===== src/rtl/vcg_pkg.sv =====
// Shared register map and reset values for the clamp and gain controller.
package vcg_pkg;
    localparam int ADDR_W = 4;
    localparam int REG_W  = 8;

    // Register addresses; 0 .. N_CH-1 hold the static gains.
    localparam logic [ADDR_W-1:0] A_WIN_START = 4'd3;
    localparam logic [ADDR_W-1:0] A_WIN_LOG   = 4'd4;
    localparam logic [ADDR_W-1:0] A_VB_FIRST  = 4'd5;
    localparam logic [ADDR_W-1:0] A_VB_STOP   = 4'd6;
    localparam logic [ADDR_W-1:0] A_PEAK_TGT  = 4'd7;
    localparam logic [ADDR_W-1:0] A_CTRL      = 4'd8;

    localparam int CTRL_AGC_BIT = 0;
    localparam int CTRL_EXT_BIT = 1;

    localparam logic [REG_W-1:0] WIN_START_RST = 8'd4;
    localparam logic [2:0]       WIN_LOG_RST   = 3'd2;
    localparam logic [REG_W-1:0] PEAK_TGT_RST  = 8'd192;

    typedef struct packed {
        logic [REG_W-1:0] win_start;
        logic [2:0]       win_log;
        logic [REG_W-1:0] vb_first;
        logic [REG_W-1:0] vb_stop;
        logic [REG_W-1:0] peak_tgt;
        logic             agc_en;
        logic             ext_vs;
    } vcg_cfg_t;
endpackage


===== src/rtl/vcg_regs.sv =====
// Register file: static gain words per channel plus window, blanking,
// peak target and mode settings. Assumes GAIN_W <= REG_W.
module vcg_regs
    import vcg_pkg::*;
#(
    parameter int N_CH   = 3,
    parameter int GAIN_W = 8
) (
    input  logic                     clk,
    input  logic                     rst_n,
    input  logic                     wr_i,
    input  logic [ADDR_W-1:0]        addr_i,
    input  logic [REG_W-1:0]         wdata_i,
    output vcg_cfg_t                 cfg_o,
    output logic [N_CH*GAIN_W-1:0]   gain_st_o
);
    localparam logic [GAIN_W-1:0] GAIN_MID = {1'b1, {(GAIN_W-1){1'b0}}};

    // Static gain words, one per channel, addressed 0 .. N_CH-1.
    always_ff @(posedge clk) begin
        for (int k = 0; k < N_CH; k++) begin
            if (!rst_n)
                gain_st_o[k*GAIN_W +: GAIN_W] <= GAIN_MID;
            else if (wr_i && addr_i == ADDR_W'(k))
                gain_st_o[k*GAIN_W +: GAIN_W] <= wdata_i[GAIN_W-1:0];
        end
    end

    // Configuration registers.
    always_ff @(posedge clk) begin
        if (!rst_n) begin
            cfg_o.win_start <= WIN_START_RST;
            cfg_o.win_log   <= WIN_LOG_RST;
            cfg_o.vb_first  <= '0;
            cfg_o.vb_stop   <= '0;
            cfg_o.peak_tgt  <= PEAK_TGT_RST;
            cfg_o.agc_en    <= 1'b0;
            cfg_o.ext_vs    <= 1'b0;
        end else if (wr_i) begin
            case (addr_i)
                A_WIN_START: cfg_o.win_start <= wdata_i;
                A_WIN_LOG:   cfg_o.win_log   <= wdata_i[2:0];
                A_VB_FIRST:  cfg_o.vb_first  <= wdata_i;
                A_VB_STOP:   cfg_o.vb_stop   <= wdata_i;
                A_PEAK_TGT:  cfg_o.peak_tgt  <= wdata_i;
                A_CTRL: begin
                    cfg_o.agc_en <= wdata_i[CTRL_AGC_BIT];
                    cfg_o.ext_vs <= wdata_i[CTRL_EXT_BIT];
                end
                default: ;
            endcase
        end
    end
endmodule


===== src/rtl/vcg_line_timing.sv =====
// Line and field timing: sample index within the line, clamp window flag,
// line count restarted by vertical sync, blanking pulse, and the update
// strobe that is withheld on the first line and while frozen.
// Assumes LINE_W >= 8 and PIX_W >= 8.
module vcg_line_timing #(
    parameter int PIX_W  = 11,
    parameter int LINE_W = 10
) (
    input  logic       clk,
    input  logic       rst_n,
    input  logic       line_start_i,
    input  logic       vsync_i,
    input  logic [7:0] win_start_i,
    input  logic [2:0] win_log_i,
    input  logic [7:0] vb_first_i,
    input  logic [7:0] vb_stop_i,
    input  logic       ext_vs_i,
    output logic       in_win_o,
    output logic       upd_o,
    output logic       vblank_o
);
    localparam logic [PIX_W-1:0]  PIX_MAX  = '1;
    localparam logic [LINE_W-1:0] LINE_MAX = '1;

    logic [PIX_W-1:0]  pix_cnt_q, pix_idx;
    logic [LINE_W-1:0] line_cnt_q;
    logic [PIX_W:0]    win_lo, win_hi;
    logic              vs_q, vs_rise, line_act_q, freeze;

    // Current sample index: 0 on the strobe, else the running count.
    always_comb begin
        pix_idx = line_start_i ? '0 : pix_cnt_q;
        win_lo  = (PIX_W+1)'(win_start_i);
        win_hi  = win_lo + ((PIX_W+1)'(1) << win_log_i);
        in_win_o = ({1'b0, pix_idx} >= win_lo) && ({1'b0, pix_idx} < win_hi);
    end

    // Saturating sample counter within the line.
    always_ff @(posedge clk) begin
        if (!rst_n)                 pix_cnt_q <= '0;
        else if (pix_idx == PIX_MAX) pix_cnt_q <= pix_idx;
        else                         pix_cnt_q <= pix_idx + 1'b1;
    end

    assign vs_rise = vsync_i && !vs_q;

    // Sync edge detector, line count and first-line flag.
    always_ff @(posedge clk) begin
        if (!rst_n) begin
            vs_q       <= 1'b0;
            line_cnt_q <= '0;
            line_act_q <= 1'b0;
        end else begin
            vs_q <= vsync_i;
            if (vs_rise)
                line_cnt_q <= '0;
            else if (line_start_i && line_cnt_q != LINE_MAX)
                line_cnt_q <= line_cnt_q + 1'b1;
            if (line_start_i)
                line_act_q <= 1'b1;
        end
    end

    // Blanking window on the line count and the resulting hold decision.
    always_comb begin
        vblank_o = (line_cnt_q >= LINE_W'(vb_first_i)) && (line_cnt_q < LINE_W'(vb_stop_i));
        freeze   = ext_vs_i ? vsync_i : vblank_o;
        upd_o    = line_start_i && line_act_q && !freeze;
    end

    assert_line_restart_R8: assert property (@(posedge clk) disable iff (!rst_n)
        $rose(vsync_i) |=> (line_cnt_q == '0));
endmodule


===== src/rtl/vcg_clamp_ch.sv =====
// One clamp channel: sums the samples inside the window, and at an update
// strobe compares the window average with TARGET and moves a signed
// correction by one step, saturating. A partly filled window is ignored.
// Assumes ACC_W >= DATA_W + 7 (window of up to 128 samples).
module vcg_clamp_ch #(
    parameter int DATA_W = 8,
    parameter int CORR_W = 8,
    parameter int ACC_W  = 15,
    parameter int TARGET = 64
) (
    input  logic                     clk,
    input  logic                     rst_n,
    input  logic                     line_start_i,
    input  logic [DATA_W-1:0]        sample_i,
    input  logic                     in_win_i,
    input  logic                     upd_i,
    input  logic [2:0]               win_log_i,
    output logic signed [CORR_W-1:0] corr_o
);
    localparam logic signed [CORR_W-1:0] CMAX = {1'b0, {(CORR_W-1){1'b1}}};
    localparam logic signed [CORR_W-1:0] CMIN = {1'b1, {(CORR_W-1){1'b0}}};
    localparam logic [CORR_W-1:0]        ONE  = 1;
    localparam logic [DATA_W-1:0]        TGT  = DATA_W'(TARGET);

    logic [ACC_W-1:0]  acc_q;
    logic [7:0]        cnt_q, need;
    logic [DATA_W-1:0] avg;
    logic              full;

    // Window fill check and average of the ended line.
    always_comb begin
        need = 8'd1 << win_log_i;
        full = (cnt_q == need);
        avg  = DATA_W'(acc_q >> win_log_i);
    end

    // Window accumulator, restarted with the first sample of each line.
    always_ff @(posedge clk) begin
        if (!rst_n) begin
            acc_q <= '0;
            cnt_q <= '0;
        end else if (line_start_i) begin
            acc_q <= in_win_i ? ACC_W'(sample_i) : '0;
            cnt_q <= in_win_i ? 8'd1 : 8'd0;
        end else if (in_win_i && cnt_q != 8'hFF) begin
            acc_q <= acc_q + ACC_W'(sample_i);
            cnt_q <= cnt_q + 8'd1;
        end
    end

    // One-step saturating correction toward the target.
    always_ff @(posedge clk) begin
        if (!rst_n)
            corr_o <= '0;
        else if (upd_i && full) begin
            if (avg > TGT && corr_o != CMIN)      corr_o <= corr_o - 1'b1;
            else if (avg < TGT && corr_o != CMAX) corr_o <= corr_o + 1'b1;
        end
    end

    assert_quiet_between_lines_R3: assert property (@(posedge clk) disable iff (!rst_n)
        !line_start_i |=> $stable(corr_o));
    assert_single_step_R3: assert property (@(posedge clk) disable iff (!rst_n)
        ((corr_o - $past(corr_o)) == '0) || ((corr_o - $past(corr_o)) == ONE)
        || (($past(corr_o) - corr_o) == ONE));
    assert_frozen_hold_R9: assert property (@(posedge clk) disable iff (!rst_n)
        (line_start_i && !upd_i) |=> $stable(corr_o));
    assert_no_wrap_top_R4: assert property (@(posedge clk) disable iff (!rst_n)
        (corr_o == CMAX) |=> (corr_o != CMIN));
    assert_no_wrap_bottom_R4: assert property (@(posedge clk) disable iff (!rst_n)
        (corr_o == CMIN) |=> (corr_o != CMAX));
endmodule


===== src/rtl/vcg_agc.sv =====
// Automatic gain loop for one channel: tracks the line peak and an
// overload flag, then at an update strobe steps the gain down on overload
// or up when the peak is under target. Saturates; resets to mid-scale.
module vcg_agc #(
    parameter int DATA_W   = 8,
    parameter int GAIN_W   = 8,
    parameter int OVF_CODE = 254
) (
    input  logic              clk,
    input  logic              rst_n,
    input  logic              line_start_i,
    input  logic [DATA_W-1:0] sample_i,
    input  logic              upd_i,
    input  logic              en_i,
    input  logic [DATA_W-1:0] target_i,
    output logic [GAIN_W-1:0] gain_o
);
    localparam logic [GAIN_W-1:0] GMAX     = '1;
    localparam logic [GAIN_W-1:0] GAIN_MID = {1'b1, {(GAIN_W-1){1'b0}}};
    localparam logic [DATA_W-1:0] OVF      = DATA_W'(OVF_CODE);

    logic [DATA_W-1:0] peak_q;
    logic              ovf_q;

    // Peak and overload tracking, restarted with each line.
    always_ff @(posedge clk) begin
        if (!rst_n) begin
            peak_q <= '0;
            ovf_q  <= 1'b0;
        end else if (line_start_i) begin
            peak_q <= sample_i;
            ovf_q  <= (sample_i >= OVF);
        end else begin
            if (sample_i > peak_q) peak_q <= sample_i;
            if (sample_i >= OVF)   ovf_q  <= 1'b1;
        end
    end

    // Saturating one-step gain adjustment per line.
    always_ff @(posedge clk) begin
        if (!rst_n)
            gain_o <= GAIN_MID;
        else if (upd_i && en_i) begin
            if (ovf_q) begin
                if (gain_o != '0) gain_o <= gain_o - 1'b1;
            end else if (peak_q < target_i && gain_o != GMAX)
                gain_o <= gain_o + 1'b1;
        end
    end

    assert_agc_quiet_R6: assert property (@(posedge clk) disable iff (!rst_n)
        !line_start_i |=> $stable(gain_o));
    assert_gain_no_wrap_up_R7: assert property (@(posedge clk) disable iff (!rst_n)
        (gain_o == GMAX) |=> (gain_o != '0));
    assert_gain_no_wrap_down_R7: assert property (@(posedge clk) disable iff (!rst_n)
        (gain_o == '0) |=> (gain_o != GMAX));
endmodule


===== src/rtl/vclamp_gain_ctrl.sv =====
// Top: clamp and gain control for N_CH video channels. Channel kinds are
// set by CHROMA_MASK (bit set = chroma target). Channel AGC_CH may use the
// automatic gain loop. Assumes DATA_W = 8 and GAIN_W <= 8.
module vclamp_gain_ctrl
    import vcg_pkg::*;
#(
    parameter int              N_CH        = 3,
    parameter int              DATA_W      = 8,
    parameter int              GAIN_W      = 8,
    parameter int              CORR_W      = 8,
    parameter int              PIX_W       = 11,
    parameter int              LINE_W      = 10,
    parameter logic [N_CH-1:0] CHROMA_MASK = 3'b110,
    parameter int              LUMA_CODE   = 64,
    parameter int              CHROMA_CODE = 128,
    parameter int              AGC_CH      = 0,
    parameter int              OVF_CODE    = 254
) (
    input  logic                     clk,
    input  logic                     rst_n,
    input  logic [N_CH*DATA_W-1:0]   sample_i,
    input  logic                     line_start_i,
    input  logic                     vsync_i,
    input  logic                     reg_wr_i,
    input  logic [ADDR_W-1:0]        reg_addr_i,
    input  logic [REG_W-1:0]         reg_wdata_i,
    output logic [N_CH*CORR_W-1:0]   clamp_corr_o,
    output logic [N_CH*GAIN_W-1:0]   gain_o,
    output logic                     vblank_o
);
    localparam int ACC_W = DATA_W + 7;

    vcg_cfg_t                 cfg;
    logic [N_CH*GAIN_W-1:0]   gain_st;
    logic [GAIN_W-1:0]        agc_gain;
    logic                     in_win, upd;

    vcg_regs #(.N_CH(N_CH), .GAIN_W(GAIN_W)) u_regs (
        .clk(clk), .rst_n(rst_n), .wr_i(reg_wr_i), .addr_i(reg_addr_i),
        .wdata_i(reg_wdata_i), .cfg_o(cfg), .gain_st_o(gain_st));

    vcg_line_timing #(.PIX_W(PIX_W), .LINE_W(LINE_W)) u_timing (
        .clk(clk), .rst_n(rst_n), .line_start_i(line_start_i), .vsync_i(vsync_i),
        .win_start_i(cfg.win_start), .win_log_i(cfg.win_log),
        .vb_first_i(cfg.vb_first), .vb_stop_i(cfg.vb_stop), .ext_vs_i(cfg.ext_vs),
        .in_win_o(in_win), .upd_o(upd), .vblank_o(vblank_o));

    vcg_agc #(.DATA_W(DATA_W), .GAIN_W(GAIN_W), .OVF_CODE(OVF_CODE)) u_agc (
        .clk(clk), .rst_n(rst_n), .line_start_i(line_start_i),
        .sample_i(sample_i[AGC_CH*DATA_W +: DATA_W]), .upd_i(upd),
        .en_i(cfg.agc_en), .target_i(cfg.peak_tgt), .gain_o(agc_gain));

    for (genvar k = 0; k < N_CH; k++) begin : g_ch
        vcg_clamp_ch #(
            .DATA_W(DATA_W), .CORR_W(CORR_W), .ACC_W(ACC_W),
            .TARGET(CHROMA_MASK[k] ? CHROMA_CODE : LUMA_CODE)
        ) u_clamp (
            .clk(clk), .rst_n(rst_n), .line_start_i(line_start_i),
            .sample_i(sample_i[k*DATA_W +: DATA_W]), .in_win_i(in_win),
            .upd_i(upd), .win_log_i(cfg.win_log),
            .corr_o(clamp_corr_o[k*CORR_W +: CORR_W]));

        if (k == AGC_CH) begin : g_auto
            // Gain source select for the channel with the automatic loop.
            assign gain_o[k*GAIN_W +: GAIN_W] =
                cfg.agc_en ? agc_gain : gain_st[k*GAIN_W +: GAIN_W];
        end else begin : g_static
            assign gain_o[k*GAIN_W +: GAIN_W] = gain_st[k*GAIN_W +: GAIN_W];
        end
    end

    assert_vblank_idle_reset_R1: assert property (@(posedge clk)
        !rst_n |=> !vblank_o);
endmodule


===== config.mk =====
export PLATFORM = sky130hd
export DESIGN_NAME = vclamp_gain_ctrl
export DESIGN_NICKNAME = d
export VERILOG_FILES = /design/src/rtl/vcg_pkg.sv /design/src/rtl/vcg_regs.sv /design/src/rtl/vcg_line_timing.sv /design/src/rtl/vcg_clamp_ch.sv /design/src/rtl/vcg_agc.sv /design/src/rtl/vclamp_gain_ctrl.sv
export SDC_FILE = /design/constraint.sdc
export NUM_CORES = 1
export LEC_CHECK = 0
export ABC_AREA = 0
export BUFFER_PORTS_ARGS = -buffer_cell sky130_fd_sc_hd__clkbuf_2
export CORE_MARGIN = 3
export CORE_UTILIZATION = 45
export CTS_CLUSTER_DIAMETER = 30
export DETAILED_ROUTE_END_ITERATION = 8
export GPL_ROUTABILITY_DRIVEN = 0
export PLACE_DENSITY = 0.66
export SYNTH_ARGS = -nofsm -noshare
export SYNTH_HDL_FRONTEND = slang
export SYNTH_SLANG_ARGS = --single-unit

===== constraint.sdc =====
create_clock -name clk -period 9.1 [get_ports clk]
set_input_delay 1.82 -clock clk [delete_from_list [all_inputs] [get_ports clk]]
set_output_delay 1.82 -clock clk [all_outputs]
set_load 0.05 [all_outputs]

==> results.json <==
{
  "cts_tree": "built",
  "required_ns": 9.43,
  "synth_area_per_cell_um2": 8.23,
  "ant_nets": 0,
  "hp-class": "flip-flop to flip-flop",
  "cts_hold_buf": 0,
  "first_global_vias": 10400,
  "io_buffers": 89,
  "core_mm2": 0.0279,
  "cpLargestDelayFamily": "compound AO/OA/AOI/OAI gates",
  "holdCritStartpoint": "g_ch[0].u_clamp.acc_q[14]",
  "cp-end-kind": "flip-flop",
  "grt_start_max_net_pins": 65,
  "cp_data_arrival_time_ns": 5.73,
  "status": "complete, no violations",
  "setup_viol": 0,
  "drt_iter0_drc": 659,
  "crit_buf_inv": 1,
  "critPathMaxFanout": 46,
  "fmax_mhz": 185,
  "yosysTopAreaCell": "dfxtp_1",
  "die_area_mm2": 0.0305,
  "synth_ff_type": "dfxtp_1",
  "synth_top_area_share_pct": 30.4,
  "synth_seq_area_share_pct": 30.4,
  "wirelength_um": 31600,
  "r2r_slack_ns": 3.70,
  "layout-drive-gt1-share_pct": 10.7,
  "clk_path_buf_depth": 2,
  "syn-cell-area_mm2": 0.0128,
  "worstSetupPathType": "flip-flop to flip-flop",
  "pin_count": 90,
  "finalHoldViolCount": 0,
  "rsz0062_at_grt": "false",
  "drt_first_pass_iters": 6,
  "grt_pass1_wl_um": 52100,
  "slew_headroom_pct": 24.0,
  "clock_latency_ns": 0.45,
  "synth_nets": 1709,
  "setup-tns-final_ns": 0,
  "die_h_um": 175,
  "vias": 11100,
  "min_to": "g_ch[0].u_clamp.acc_q[14]",
  "period_share_pct": 59.3,
  "slew_violations": 0,
  "gr-total-overflow": 0,
  "die-width_um": 175,
  "nNetsFinal": 1740,
  "grtUsageMet2_pct": 34.0,
  "synth_edf_count": 0,
  "cp_cell_sequence": "nand2b_1 -> nor2_1 -> ha_1 -> inv_1 -> nor2_1 -> nor2_1 -> o21bai_1 -> a21oi_1 -> o21bai_1 -> a21oi_1 -> ha_1 -> a21oi_1 -> o311ai_0 -> nor2_1 -> nand3_2 -> o21ai_1 -> o21ai_0 -> o221a_2",
  "cp_slowest_cell": "dfxtp_2",
  "min_path_cells": 2,
  "vias_per_cell": 5.63,
  "ys_async_sr_fraction_pct": 0,
  "start_util_pct": 45.9,
  "htree_levels": 4,
  "antenna_cells": 0,
  "period_needed_ns": 5.40,
  "skew_ns": 0.0174,
  "grt_use_met3_pct": 3.36,
  "top_usage_layer": "met2",
  "syn2layout_area_growth_pct": 9.30,
  "slowest_delay_ns": 0.94,
  "drc_errors": 0,
  "cp-start-kind": "flip-flop",
  "dpl.hpwl_um": 22100,
  "timing.rr.end": "g_ch[0].u_clamp.acc_q[6]",
  "synth_area_leaders": "dfxtp_1 (30%), ha_1 (10%), mux2i_1 (7.4%)",
  "clkTransAtPathRegs_ns": 0.08,
  "antenna_found_initial": 0,
  "cts_post_setup_buffers_inserted": 0,
  "drv_cap": 0,
  "cts_made_buffers": 17,
  "worst_pin_slew_ns": 1.14,
  "dp_cells": 1943,
  "multi_input_area_mm2": 0.00811,
  "rows": 61,
  "syn_inst": 1553,
  "root_buffer": "clkbuf_16",
  "ctsResizeCount": 0,
  "leakage_uw": 0.00581,
  "pwr_density_cell_mw_per_mm2": 138,
  "grtUsageTotal_pct": 20.5,
  "synthDistinctLibCells": 73,
  "ys_ff_latch": 194,
  "peakVddDrop_uv": 92.5,
  "yosysWarnings": 0,
  "grtUsageMet1_pct": 27.8,
  "ff_latch_area_mm2": 0.00389,
  "cpMostUsedCell": "nor2_1",
  "layout_commonest_cell": "dfxtp_1",
  "layout_common_cells": "dfxtp_1 (192), nor2_1 (185), a21oi_1 (126)",
  "fin_util_pct": 50.1,
  "r2r-start": "u_regs.cfg_o[27]",
  "rr_worst_depth": 18,
  "clock_sinks": 194,
  "fill_cells": 2657,
  "fin_cells": 1975,
  "drt-wirelength-per-cell_um": 16.0
}
report_power, final:
| part | switching (uW) | internal (uW) |
|---|---|---|
| sequential | 20.3 | 866 |
| clock | 421 | 385 |
| combinational | 145 | 91.8 |
worst max path at each step:
stage / from / cells after the start / slack (ns) / end
2_1_floorplan: line_start_i / 13 / 4.50 / g_ch[0].u_clamp.acc_q[12]
3_3_place_gp: line_start_i / 11 / 3.98 / g_ch[0].u_clamp.acc_q[6]
3_5_place_dp: u_regs.cfg_o[26] / 18 / 3.83 / g_ch[0].u_clamp.acc_q[6]
4_1_cts: u_regs.cfg_o[26] / 18 / 3.78 / g_ch[0].u_clamp.acc_q[6]
5_1_grt: u_regs.cfg_o[27] / 18 / 3.12 / g_ch[0].u_clamp.acc_q[6]
6_report: u_regs.cfg_o[27] / 18 / 3.70 / g_ch[0].u_clamp.acc_q[6]
sequential cells by signal, indices dropped and copies added, names as in the netlist:
signal / cells
g_ch.u_clamp.cnt_q: 24
u_agc.peak_q: 8
u_agc.gain_o: 8
u_regs.gain_st_o: 24
g_ch.u_clamp.corr_o: 24
u_timing.pix_cnt_q: 11
u_timing.line_act_q: 1
g_ch.u_clamp.acc_q: 45
u_timing.line_cnt_q: 10
u_agc.ovf_q: 1
u_timing.vs_q: 1
u_regs.cfg_o: 37
cell type report:
type | count | share of cell area, %
multi-input combinational | 1184 | 58.1
sequential | 194 | 27.8
timing repair buffer | 101 | 3.83
tap | 378 | 3.39
clock buffer | 17 | 3.05
inverter | 86 | 2.32
clock inverter | 15 | 1.52
worst reg2reg max path: cells and delay by family, from the launching register on:
kind | cells | cell delay [ns]
buffers and inverters | 1 | 0.10
and+or+nand+nor | 6 | 1.40
adders and majority gates | 2 | 0.53
AOI/OAI and AO/OA | 9 | 2.34
DFF | 1 | 0.94
metal layers:
metal,up-vias,wire length [um]
met1,5277,15100
met4,0,439
met2,218,14600
li1,5596,-
met5,-,0
met3,24,1380
cell usage after synthesis, types with 4 or more instances:
master     instances
nor2_1           185
or4_1             14
or3_1             19
fa_1               8
dfxtp_1          194
nor2b_1           28
buf_4             22
a31oi_1           21
o21ai_0           93
buf_2             15
xor2_1            27
a211oi_1          11
inv_1             84
buf_1              9
a21oi_1          126
o22ai_1            4
o211ai_1           6
nor3_1            33
o21bai_1           6
mux2_2            14
mux2i_1           95
ha_1             107
o31ai_1           17
clkbuf_1          39
or2_2              6
and3_1            24
nand2b_1          20
nor3b_1            4
a2111oi_0          6
and2_1             4
o41ai_1            4
nand2_1           86
xnor2_1           43
nor4_1            16
mux4_2             4
nand3b_1           9
nand3_1           43
nand4_1           21
a21o_1            18
o21a_1            14
metrics by stage:
step	total power, uW	worst slack (ns)	cell area [um^2]	hold WS (ns)
final	1930	3.70	14000	0.484
after global routing	2020	3.12	14000	0.518
after CTS	1940	3.78	14000	0.482
after detailed placement	1140	3.83	13300	0.465
after global placement	1140	3.98	13300	0.454
after floorplan	1080	4.50	12800	0.440
cell families after synthesis:
logic type / share of synthesized area, %
and+or+nand+nor: 20.2
xor gates and xnor gates: 4.80
adders and majority gates: 11.7
muxes: 9.38
AOI/OAI and AO/OA: 17.4
DFF: 30.4
buffers and inverters: 6.14
(Power assumes the default switching activity.)
